==> config.mk <==
export PLATFORM = sky130hd
export DESIGN_NAME = timer_tick_source
export DESIGN_NICKNAME = d
export VERILOG_FILES = /design/src/rtl/tts_pkg.sv /design/src/rtl/tts_glitch_filter.sv /design/src/rtl/tts_trig_front.sv /design/src/rtl/tts_tick_select.sv /design/src/rtl/tts_up_counter.sv /design/src/rtl/timer_tick_source.sv
export SDC_FILE = /design/constraint.sdc
export NUM_CORES = 1
export LEC_CHECK = 0
export CAP_MARGIN = 20
export CORE_UTILIZATION = 55
export CTS_CLUSTER_SIZE = 20
export DETAILED_ROUTE_END_ITERATION = 6
export PLACE_DENSITY = 0.84
export SLEW_MARGIN = 20
export SYNTH_ARGS = -nofsm -noshare
export SYNTH_HDL_FRONTEND = slang
export SYNTH_HIERARCHICAL = 1
export SYNTH_SLANG_ARGS = --single-unit
==> constraint.sdc <==
create_clock -name clk -period 4.2 [get_ports clk]
set_input_delay 0.84 -clock clk [delete_from_list [all_inputs] [get_ports clk]]
set_output_delay 0.84 -clock clk [all_outputs]
set_load 0.05 [all_outputs]
==> src/rtl/tts_pkg.sv <==
package tts_pkg;
    localparam logic [2:0] SLV_OFF     = 3'b000;
    localparam logic [2:0] SLV_EDGE    = 3'b111;
    localparam logic [2:0] TSEL_A_BOTH = 3'b100;
    localparam logic [2:0] TSEL_A_RISE = 3'b101;
    localparam logic [2:0] TSEL_B      = 3'b110;
    localparam logic [2:0] TSEL_EXT    = 3'b111;
    localparam logic [1:0] ROUTE_B_DIRECT = 2'b01;
    localparam int         IT_SLOTS    = 4;

    typedef enum logic [1:0] {
        SRC_NONE   = 2'd0,
        SRC_INTCLK = 2'd1,
        SRC_TRIG   = 2'd2,
        SRC_EXT    = 2'd3
    } src_e;
endpackage

==> src/rtl/tts_glitch_filter.sv <==
module tts_glitch_filter #(
    parameter int FLT_W = 4
) (
    input  logic             clk,
    input  logic             rst_n,
    input  logic             din,
    input  logic [FLT_W-1:0] len,
    output logic             dout
);
    typedef struct packed {
        logic             lvl;
        logic [FLT_W-1:0] run;
    } flt_t;

    flt_t flt_q, flt_d;

    always_comb begin
        flt_d = flt_q;
        if (din == flt_q.lvl) begin
            flt_d.run = '0;
        end else if (flt_q.run >= len) begin
            flt_d.lvl = din;
            flt_d.run = '0;
        end else begin
            flt_d.run = flt_q.run + 1'b1;
        end
    end

    always_ff @(posedge clk or negedge rst_n) begin
        if (!rst_n) flt_q <= '0;
        else        flt_q <= flt_d;
    end

    assign dout = flt_q.lvl;


    lvl_follows_input_chk: assert property (@(posedge clk) disable iff (!rst_n)
        !$stable(flt_q.lvl) |-> flt_q.lvl == $past(din));


    zero_len_pass_chk: assert property (@(posedge clk) disable iff (!rst_n)
        (len == '0 && din != flt_q.lvl) |=> flt_q.lvl == $past(din));
endmodule

==> src/rtl/tts_trig_front.sv <==
module tts_trig_front #(
    parameter int FLT_W     = 4,
    parameter int NUM_ITRIG = 4
) (
    input  logic                 clk,
    input  logic                 rst_n,
    input  logic                 tin_a,
    input  logic                 tin_b,
    input  logic                 ext_trig,
    input  logic [NUM_ITRIG-1:0] int_trig,
    input  logic [1:0]           route_b,
    input  logic [FLT_W-1:0]     flt_len,
    input  logic [FLT_W-1:0]     ext_flt_len,
    output logic                 a_lvl,
    output logic                 b_lvl,
    output logic                 e_lvl,
    output logic [NUM_ITRIG-1:0] it_lvl
);
    import tts_pkg::*;

    typedef struct packed {
        logic [NUM_ITRIG-1:0] it;
    } front_t;

    front_t front_q, front_d;
    logic   b_raw;

    always_comb begin
        b_raw       = (route_b == ROUTE_B_DIRECT) ? tin_b : 1'b0;
        front_d     = front_q;
        front_d.it  = int_trig;
    end

    always_ff @(posedge clk or negedge rst_n) begin
        if (!rst_n) front_q <= '0;
        else        front_q <= front_d;
    end

    assign it_lvl = front_q.it;

    tts_glitch_filter #(.FLT_W(FLT_W)) u_flt_a (
        .clk (clk), .rst_n (rst_n), .din (tin_a), .len (flt_len), .dout (a_lvl)
    );

    tts_glitch_filter #(.FLT_W(FLT_W)) u_flt_b (
        .clk (clk), .rst_n (rst_n), .din (b_raw), .len (flt_len), .dout (b_lvl)
    );

    tts_glitch_filter #(.FLT_W(FLT_W)) u_flt_e (
        .clk (clk), .rst_n (rst_n), .din (ext_trig), .len (ext_flt_len), .dout (e_lvl)
    );


    route_block_chk: assert property (@(posedge clk) disable iff (!rst_n)
        (route_b != ROUTE_B_DIRECT && !b_lvl) |=> !b_lvl);
endmodule

==> src/rtl/tts_tick_select.sv <==
module tts_tick_select #(
    parameter int NUM_ITRIG = 4
) (
    input  logic                 clk,
    input  logic                 rst_n,
    input  logic                 run,
    input  logic [2:0]           slave_mode,
    input  logic [2:0]           trig_sel,
    input  logic                 ext_mode,
    input  logic                 invert_b,
    input  logic                 a_lvl,
    input  logic                 b_lvl,
    input  logic                 e_lvl,
    input  logic [NUM_ITRIG-1:0] it_lvl,
    output logic                 tick
);
    import tts_pkg::*;

    typedef struct packed {
        logic                 a;
        logic                 b;
        logic                 e;
        logic [NUM_ITRIG-1:0] it;
    } prev_t;

    prev_t             prev_q, prev_d;
    logic [IT_SLOTS-1:0] it_rise_all;
    logic              a_rise, a_fall, b_rise, b_fall, e_rise;
    logic              trig_edge;
    src_e              src;

    for (genvar g = 0; g < IT_SLOTS; g++) begin : g_it
        if (g < NUM_ITRIG) begin : g_live
            assign it_rise_all[g] = it_lvl[g] & ~prev_q.it[g];
        end else begin : g_tied
            assign it_rise_all[g] = 1'b0;
        end
    end

    always_comb begin
        a_rise = a_lvl & ~prev_q.a;
        a_fall = ~a_lvl & prev_q.a;
        b_rise = b_lvl & ~prev_q.b;
        b_fall = ~b_lvl & prev_q.b;
        e_rise = e_lvl & ~prev_q.e;

        unique case (trig_sel)
            TSEL_A_BOTH: trig_edge = a_rise | a_fall;
            TSEL_A_RISE: trig_edge = a_rise;
            TSEL_B:      trig_edge = invert_b ? b_fall : b_rise;
            TSEL_EXT:    trig_edge = e_rise;
            default:     trig_edge = it_rise_all[trig_sel[1:0]];
        endcase

        if (ext_mode)                    src = SRC_EXT;
        else if (slave_mode == SLV_OFF)  src = SRC_INTCLK;
        else if (slave_mode == SLV_EDGE) src = SRC_TRIG;
        else                             src = SRC_NONE;

        unique case (src)
            SRC_INTCLK: tick = run;
            SRC_TRIG:   tick = run & trig_edge;
            SRC_EXT:    tick = run & e_rise;
            default:    tick = 1'b0;
        endcase

        prev_d    = prev_q;
        prev_d.a  = a_lvl;
        prev_d.b  = b_lvl;
        prev_d.e  = e_lvl;
        prev_d.it = it_lvl;
    end

    always_ff @(posedge clk or negedge rst_n) begin
        if (!rst_n) prev_q <= '0;
        else        prev_q <= prev_d;
    end


    idle_mode_chk: assert property (@(posedge clk) disable iff (!rst_n)
        (!ext_mode && slave_mode != SLV_OFF && slave_mode != SLV_EDGE) |-> !tick);


    halted_chk: assert property (@(posedge clk) disable iff (!rst_n)
        !run |-> !tick);


    ext_single_pulse_chk: assert property (@(posedge clk) disable iff (!rst_n)
        (tick && ext_mode) |=> !(tick && ext_mode));


    ext_needs_high_chk: assert property (@(posedge clk) disable iff (!rst_n)
        (tick && ext_mode) |-> e_lvl);
endmodule

==> src/rtl/tts_up_counter.sv <==
module tts_up_counter #(
    parameter int CNT_W = 16
) (
    input  logic             clk,
    input  logic             rst_n,
    input  logic             tick,
    input  logic             reload,
    output logic [CNT_W-1:0] count
);
    typedef struct packed {
        logic [CNT_W-1:0] val;
    } cnt_t;

    cnt_t cnt_q, cnt_d;

    always_comb begin
        cnt_d = cnt_q;
        if (reload)    cnt_d.val = '0;
        else if (tick) cnt_d.val = cnt_q.val + 1'b1;
    end

    always_ff @(posedge clk or negedge rst_n) begin
        if (!rst_n) cnt_q <= '0;
        else        cnt_q <= cnt_d;
    end

    assign count = cnt_q.val;


    advance_chk: assert property (@(posedge clk) disable iff (!rst_n)
        (tick && !reload) |=> count == $past(count) + 1'b1);


    hold_chk: assert property (@(posedge clk) disable iff (!rst_n)
        (!tick && !reload) |=> $stable(count));


    reload_chk: assert property (@(posedge clk) disable iff (!rst_n)
        reload |=> count == '0);


    wrap_chk: assert property (@(posedge clk) disable iff (!rst_n)
        (tick && !reload && count == {CNT_W{1'b1}}) |=> count == '0);
endmodule

==> src/rtl/timer_tick_source.sv <==
module timer_tick_source #(
    parameter int CNT_W     = 16,
    parameter int FLT_W     = 4,
    parameter int NUM_ITRIG = 4
) (
    input  logic                 clk,
    input  logic                 rst_n,
    input  logic                 run,
    input  logic                 reload,
    input  logic [2:0]           slave_mode,
    input  logic [2:0]           trig_sel,
    input  logic                 ext_mode,
    input  logic [1:0]           route_b,
    input  logic                 invert_b,
    input  logic [FLT_W-1:0]     flt_len,
    input  logic [FLT_W-1:0]     ext_flt_len,
    input  logic                 tin_a,
    input  logic                 tin_b,
    input  logic                 ext_trig,
    input  logic [NUM_ITRIG-1:0] int_trig,
    output logic                 tick,
    output logic [CNT_W-1:0]     count
);
    logic                 a_lvl, b_lvl, e_lvl;
    logic [NUM_ITRIG-1:0] it_lvl;

    tts_trig_front #(.FLT_W(FLT_W), .NUM_ITRIG(NUM_ITRIG)) u_front (
        .clk         (clk),
        .rst_n       (rst_n),
        .tin_a       (tin_a),
        .tin_b       (tin_b),
        .ext_trig    (ext_trig),
        .int_trig    (int_trig),
        .route_b     (route_b),
        .flt_len     (flt_len),
        .ext_flt_len (ext_flt_len),
        .a_lvl       (a_lvl),
        .b_lvl       (b_lvl),
        .e_lvl       (e_lvl),
        .it_lvl      (it_lvl)
    );

    tts_tick_select #(.NUM_ITRIG(NUM_ITRIG)) u_select (
        .clk        (clk),
        .rst_n      (rst_n),
        .run        (run),
        .slave_mode (slave_mode),
        .trig_sel   (trig_sel),
        .ext_mode   (ext_mode),
        .invert_b   (invert_b),
        .a_lvl      (a_lvl),
        .b_lvl      (b_lvl),
        .e_lvl      (e_lvl),
        .it_lvl     (it_lvl),
        .tick       (tick)
    );

    tts_up_counter #(.CNT_W(CNT_W)) u_counter (
        .clk    (clk),
        .rst_n  (rst_n),
        .tick   (tick),
        .reload (reload),
        .count  (count)
    );
endmodule

After elaboration in Yosys (flattened, before gate mapping)
Cells that the tools add are included.
Cells by class
  $add $sub $neg: 4
  $lt $le $gt $ge: 4
  equality and inequality tests: 12
  multiplexer cells: 17
  bitwise operators: 24
  reduce and logical (&&, ||, !) cells: 5
Operators by type and width (count)
  $mux 16: 2
  $mux 4: 6
  $add 16x1->16 const B: 1
  $eq 3x3->1 const B: 5
  $add 4x1->4 const B: 3
  $ge 4x4->1: 3
  $not 1->1: 12
  $and 1x1->1: 11
  $mux 2: 3
  $reduce_and 2->1: 3
  $eq 2x1->1 const B: 2
  $eq 2x2->1 const B: 2
  $pmux 1 s4: 1
  $eq 1x1->1: 3
  $logic_not 3->1: 1
  $lt 2x3->1 const B: 1
  $mux 1: 3
  $pmux 1 s3: 1
  $bmux 1 s2: 1
  $reduce_bool 2->1: 1
  $or 1x1->1: 1
Word-level totals
  register bits: 42
  input port bits: 29
  output and inout port bits: 17
  logic and storage cells: 78

Depth between registers and ports, before layout
  depth after elaboration: 9
  mapped depth: 11
  gate-level depth less buffers: 10

By module
The synthesis kept the hierarchy.
By module, submodules not included
  tts_glitch_filter: times used 3, cells an instance 30, area each 329.1 um^2, sequential area each 125.1 um^2
  tts_up_counter: times used 1, cells an instance 82, area each 872.1 um^2, sequential area each 400.4 um^2
  tts_tick_select: times used 1, cells an instance 31, area each 341.6 um^2, sequential area each 175.2 um^2
  tts_trig_front: times used 1, cells an instance 5, area each 108.9 um^2, sequential area each 100.1 um^2

Worst setup path after synthesis
No wires, ideal clock.
  kind: input port to flip-flop
  from: input port trig_sel[1]
  to: register u_counter.cnt_q, in the netlist u_counter/count[15]
  library setup time: 0.125 ns
  arrival time: 2.981 ns
  data required time: 4.075 ns
  path slack: 1.094 ns
  stages on the path: 9
  buffers on the path: 1
  cells stage by stage: nand2b_1 > a32o_1 > o211ai_1 > o2111a_1 > buf_4 > o211ai_4 > nor3_2 > nor3b_2 > mux2_4
On the way
  word-level cells in the longest chain between the ends: 6
  elaborated cells between the ends (all ways): 10
  those cells by class: eq/ne (4); mux (4); bitwise (1); reduce/logical (1)
RTL lines
  start, declared: line timer_tick_source.sv:11  | input logic [2:0] trig_sel,
  $bmux 1 s2: line tts_tick_select.sv:52  | default: trig_edge = it_rise_all[trig_sel[1:0]];
  $mux 1 (not written as such): line tts_tick_select.sv:52
  $pmux 1 s4 *: line tts_tick_select.sv:47  | unique case (trig_sel)
  $and 1x1->1 *: line tts_tick_select.sv:62  | SRC_TRIG: tick = run & trig_edge;
  $pmux 1 s3 *: line tts_tick_select.sv:60  | unique case (src)
  named net tick: line timer_tick_source.sv:21  | output logic tick,
  $reduce_bool 2->1 (no line) *
  end signal, assigned: line tts_up_counter.sv:24  | else cnt_q <= cnt_d;
  end, declared: line tts_up_counter.sv:14  | cnt_t cnt_q, cnt_d;
The timed path passes the listed nets; every way through them passes the cells marked *. The select of a mux whose other input is x is not followed.
A chain may end at the register's enable or synchronous reset.

Final worst setup path
  from: input port trig_sel[0]
  to: output port tick
On the way
  word-level cells in the longest chain between the ends: 5
  elaborated cells between the ends (all ways): 9
  those cells by class: eq/ne (4); mux (4); bitwise (1)
RTL lines (line)
  $bmux 1 s2: tts_tick_select.sv:52
  $mux 1 (not written as such): tts_tick_select.sv:52
  $pmux 1 s4 *: tts_tick_select.sv:47
  $and 1x1->1 *: tts_tick_select.sv:62
  $pmux 1 s3 *: tts_tick_select.sv:60
  end, declared: timer_tick_source.sv:21
Every way passes the cells marked *; elsewhere a longest branch is shown, timed or not. The select of a mux whose other input is x is not followed.

==> flow_metrics.env <==
export IMPL_status="finished clean"
export IMPL_diodes=0
export IMPL_min_period_ns=3.50
export IMPL_synth_yosys_seq_area_share_pct=45.5
export IMPL_globalRouteTotalUtil_pct=22.0
export IMPL_leakage_nw=1.28
export IMPL_holdCritStartpoint="u_front/it_lvl[3]$_DFF_PN0_"
export IMPL_grt_max_degree=43
export IMPL_die_x_microns=66.8
export IMPL_timing_fmax_mhz=286
export IMPL_ios=46
export IMPL_finClkSkew_ns=0.00607
export IMPL_antenna_found_initial=0
export IMPL_cts_root_buf="clkbuf_8"
export IMPL_gp_congestion=0.813
export IMPL_met2_usage_pct=38.1
export IMPL_relSlewSlack_pct=40.4
export IMPL_cts_htree_levels=2
export IMPL_core_area_sq_um=4030
export IMPL_r2r_cells=8
export IMPL_max_stage_delay_ns=0.58
export IMPL_num_vias=1629
export IMPL_synth_nets=254
export IMPL_grt_busiest_layer="met2"
export IMPL_clock_latency_ns=0.30
export IMPL_drc_errors=0
export IMPL_cts_hold_buf=0
export IMPL_die_h_microns=66.8
export IMPL_cts_sinks=42
export IMPL_initialDrtViolationCount=69
export IMPL_rrSetupSlack_ns=1.51
export IMPL_ant_nets=0
export IMPL_clk_pin_slew_worst_paths_ns=0.08
export IMPL_critical_path_top_delay_family="buffers and inverters"
export IMPL_grt_use_met1_pct=25.9
export IMPL_critPathSlowestCell="clkdlybuf4s50_1"
export IMPL_synth_flop_cell="dfrtp_1"
export IMPL_hp_class="register to register"
export IMPL_finalCritPeriodShare_pct=83.4
export IMPL_final_nets=302
export IMPL_worstPathCellList="clkdlybuf4s50_1 > nor4bb_1 > a311oi_1 > a21oi_1 > o2111a_1 > buf_12"
export IMPL_cts_tree="done"
export IMPL_synth_area_sq_um=2310
export IMPL_io_buffers=45
export IMPL_final_hold_viol_count=0
export IMPL_tightest_slew_ns=0.894
export IMPL_drt_total_wl_mm=4.17
export IMPL_drive_gt1_share_pct=12.1
export IMPL_path_buf_inv=2
export IMPL_vdd_drop_max_v=0.000286
export IMPL_p_per_area_nw_per_um2=373
export IMPL_first_global_vias=1668
export IMPL_final_max_slew_violation_count=0
export IMPL_post_drt_wl_per_cell_microns=13.6
export IMPL_start_util_pct=57.3
export IMPL_rsz0062_at_grt="no"
export IMPL_worstPathRequired_ns=3.36
export IMPL_grt_overflow=0
export IMPL_worst_setup_path_start_kind="primary input"
export IMPL_syn_to_final_growth_pct=25.1
export IMPL_syn_instance_count=208
export IMPL_drt_pass1_iterations=5
export IMPL_synth_cell_types=43
export IMPL_grt_pass1_wl_mm=7.20
export IMPL_maxCapViolations=0
export IMPL_crit_path_max_fanout=8
export IMPL_finalSetupViolations=0
export IMPL_final_setup_tns_ns=0
export IMPL_cts_resized=0
export IMPL_cts_buffers_inserted=5
export IMPL_rows=23
export IMPL_reg2reg_from="u_front/u_flt_a/dout$_DFFE_PN0P_"
export IMPL_yosys_warnings=6
export IMPL_synth_seq_cells=42
export IMPL_synth_edf_count=0
export IMPL_post_route_util_pct=71.7
export IMPL_dp_hpwl_mm=3.03
export IMPL_min_path_cells=0
export IMPL_cp_data_arrival_time_ns=2.66
export IMPL_async_reset_ff_share_pct=100
export IMPL_hold_path_end="u_select/prev_q[3]$_DFF_PN0_"
export IMPL_die_area_sq_um=4460
export IMPL_post_cts_buffers=0
export IMPL_clockBufferDepth=2
export IMPL_worstReg2RegEnd="u_counter/count[15]$_DFFE_PN0P_"
export IMPL_critical_path_class="primary input to primary output"
export IMPL_synth_avg_cell_area_sq_um=11.1
export IMPL_cp_end_kind="primary output"
export IMPL_via_per_inst=5.31
export IMPL_met3_usage_pct=5.48
## cell type report
class	count	area [sq um]
Sequential cell	42	1050
Inverter	21	78.8
Tap cell	50	62.6
Timing Repair Buffer	45	455
Multi-Input combinational cell	141	1150
Clock inverter	2	12.5
Fill cell	300	1140
Clock buffer	6	82.6
## placed cells by master (no fill, tap or decap), types with 2 or more instances in the layout
| master | n |
|---|---|
| a2111oi_4 | 3 |
| xor2_1 | 9 |
| o21ai_1 | 3 |
| xnor2_1 | 10 |
| nor4_2 | 4 |
| clkdlybuf4s50_1 | 43 |
| nand4_1 | 4 |
| a21oi_1 | 4 |
| ha_1 | 17 |
| and3b_1 | 2 |
| mux2_4 | 4 |
| inv_1 | 21 |
| nand3_1 | 6 |
| nor3_1 | 2 |
| dfrtp_1 | 42 |
| nor3b_1 | 2 |
| nor2_1 | 34 |
| or3_1 | 3 |
| clkbuf_8 | 6 |
| nand2b_4 | 3 |
| nand2_1 | 4 |
| o21a_1 | 3 |
| o21ai_0 | 5 |
## power by group
group	switching [mW]	internal, mW
registers	0.0490	0.456
logic	0.138	0.162
clock network	0.140	0.132
## registers in the layout (all words and copies together) (netlist names)
| signal | count |
|---|---|
| u_select/prev_q | 7 |
| u_front/u_flt_b/dout | 1 |
| u_front/u_flt_a/flt_q | 4 |
| u_front/u_flt_e/dout | 1 |
| u_front/u_flt_b/flt_q | 4 |
| u_counter/count | 16 |
| u_front/u_flt_e/flt_q | 4 |
| u_front/it_lvl | 4 |
| u_front/u_flt_a/dout | 1 |
## cells by family (layout without fill, tap and decap cells)
| group | Yosys count | after routing | synth area share, % |
|---|---|---|---|
| muxes | 6 | 6 | 3.52 |
| xor gates and xnor gates | 19 | 19 | 7.20 |
| DFF | 42 | 42 | 45.5 |
| AOI/OAI and AO/OA | 23 | 23 | 9.70 |
| buffers and inverters | 25 | 74 | 4.88 |
| and+or+nand+nor | 76 | 76 | 20.0 |
| adders and majority gates | 17 | 17 | 9.21 |
## stage by stage
stage	instances	total power [mW]	hold WS (ns)	worst slack [ns]	instance area, sq um
after global routing	307	1.15	0.395	0.608	2890
after CTS	307	1.09	0.379	0.711	2890
after floorplan	208	0.721	0.346	1.09	2310
final	307	1.08	0.376	0.698	2890
after detailed placement	299	0.813	0.361	0.666	2790
after global placement	299	0.796	0.359	0.742	2790
## worst reg2reg max path, stage by stage, from the launching register on
cell      delay [ns]
dfrtp_1         0.42
ha_1            0.32
a32o_1          0.20
o211ai_1        0.17
o2111a_1        0.50
o211ai_4        0.19
nor3_2          0.24
nor3b_2         0.22
mux2_4          0.31
## worst max path at each step
| stage | start | end | slack [ns] | cells past startpoint |
|---|---|---|---|---|
| 2_1_floorplan | trig_sel[1] | u_counter/count[15]$_DFFE_PN0P_ | 1.09 | 9 |
| 3_3_place_gp | trig_sel[0] | u_counter/count[15]$_DFFE_PN0P_ | 0.74 | 9 |
| 3_5_place_dp | trig_sel[1] | u_counter/count[15]$_DFFE_PN0P_ | 0.67 | 9 |
| 4_1_cts | trig_sel[1] | tick | 0.71 | 6 |
| 5_1_grt | trig_sel[1] | tick | 0.61 | 6 |
| 6_report | trig_sel[0] | tick | 0.70 | 6 |
## cell usage after synthesis (2+ instances only)
library cell   n  area [sq um]
a2111oi_4      3          82.6
buf_6          2          22.5
nand2_1        4          15.0
a21oi_1        4          20.0
inv_1         21          78.8
nor2_1        34           128
xnor2_1       10          87.6
o21ai_1        3          15.0
xor2_1         9          78.8
ha_1          17           213
nand3_1        6          30.0
o21a_1         3          22.5
nor3b_1        2          15.0
nor3_1         2          10.0
mux2_4         4          60.1
nand4_1        4          25.0
o21ai_0        5          25.0
nor4_2         4          50.1
nand2b_4       3          41.3
dfrtp_1       42          1050
or3_1          3          18.8
and3b_1        2          17.5
## routing by layer
metal / share of wire [%] / up-vias
met2: 50 / 40
li1: - / 804
met5: 0 / -
met4: 1.4 / 0
met3: 3.8 / 6
met1: 44 / 779
No activity file was read; power rests on OpenSTA's default activity.
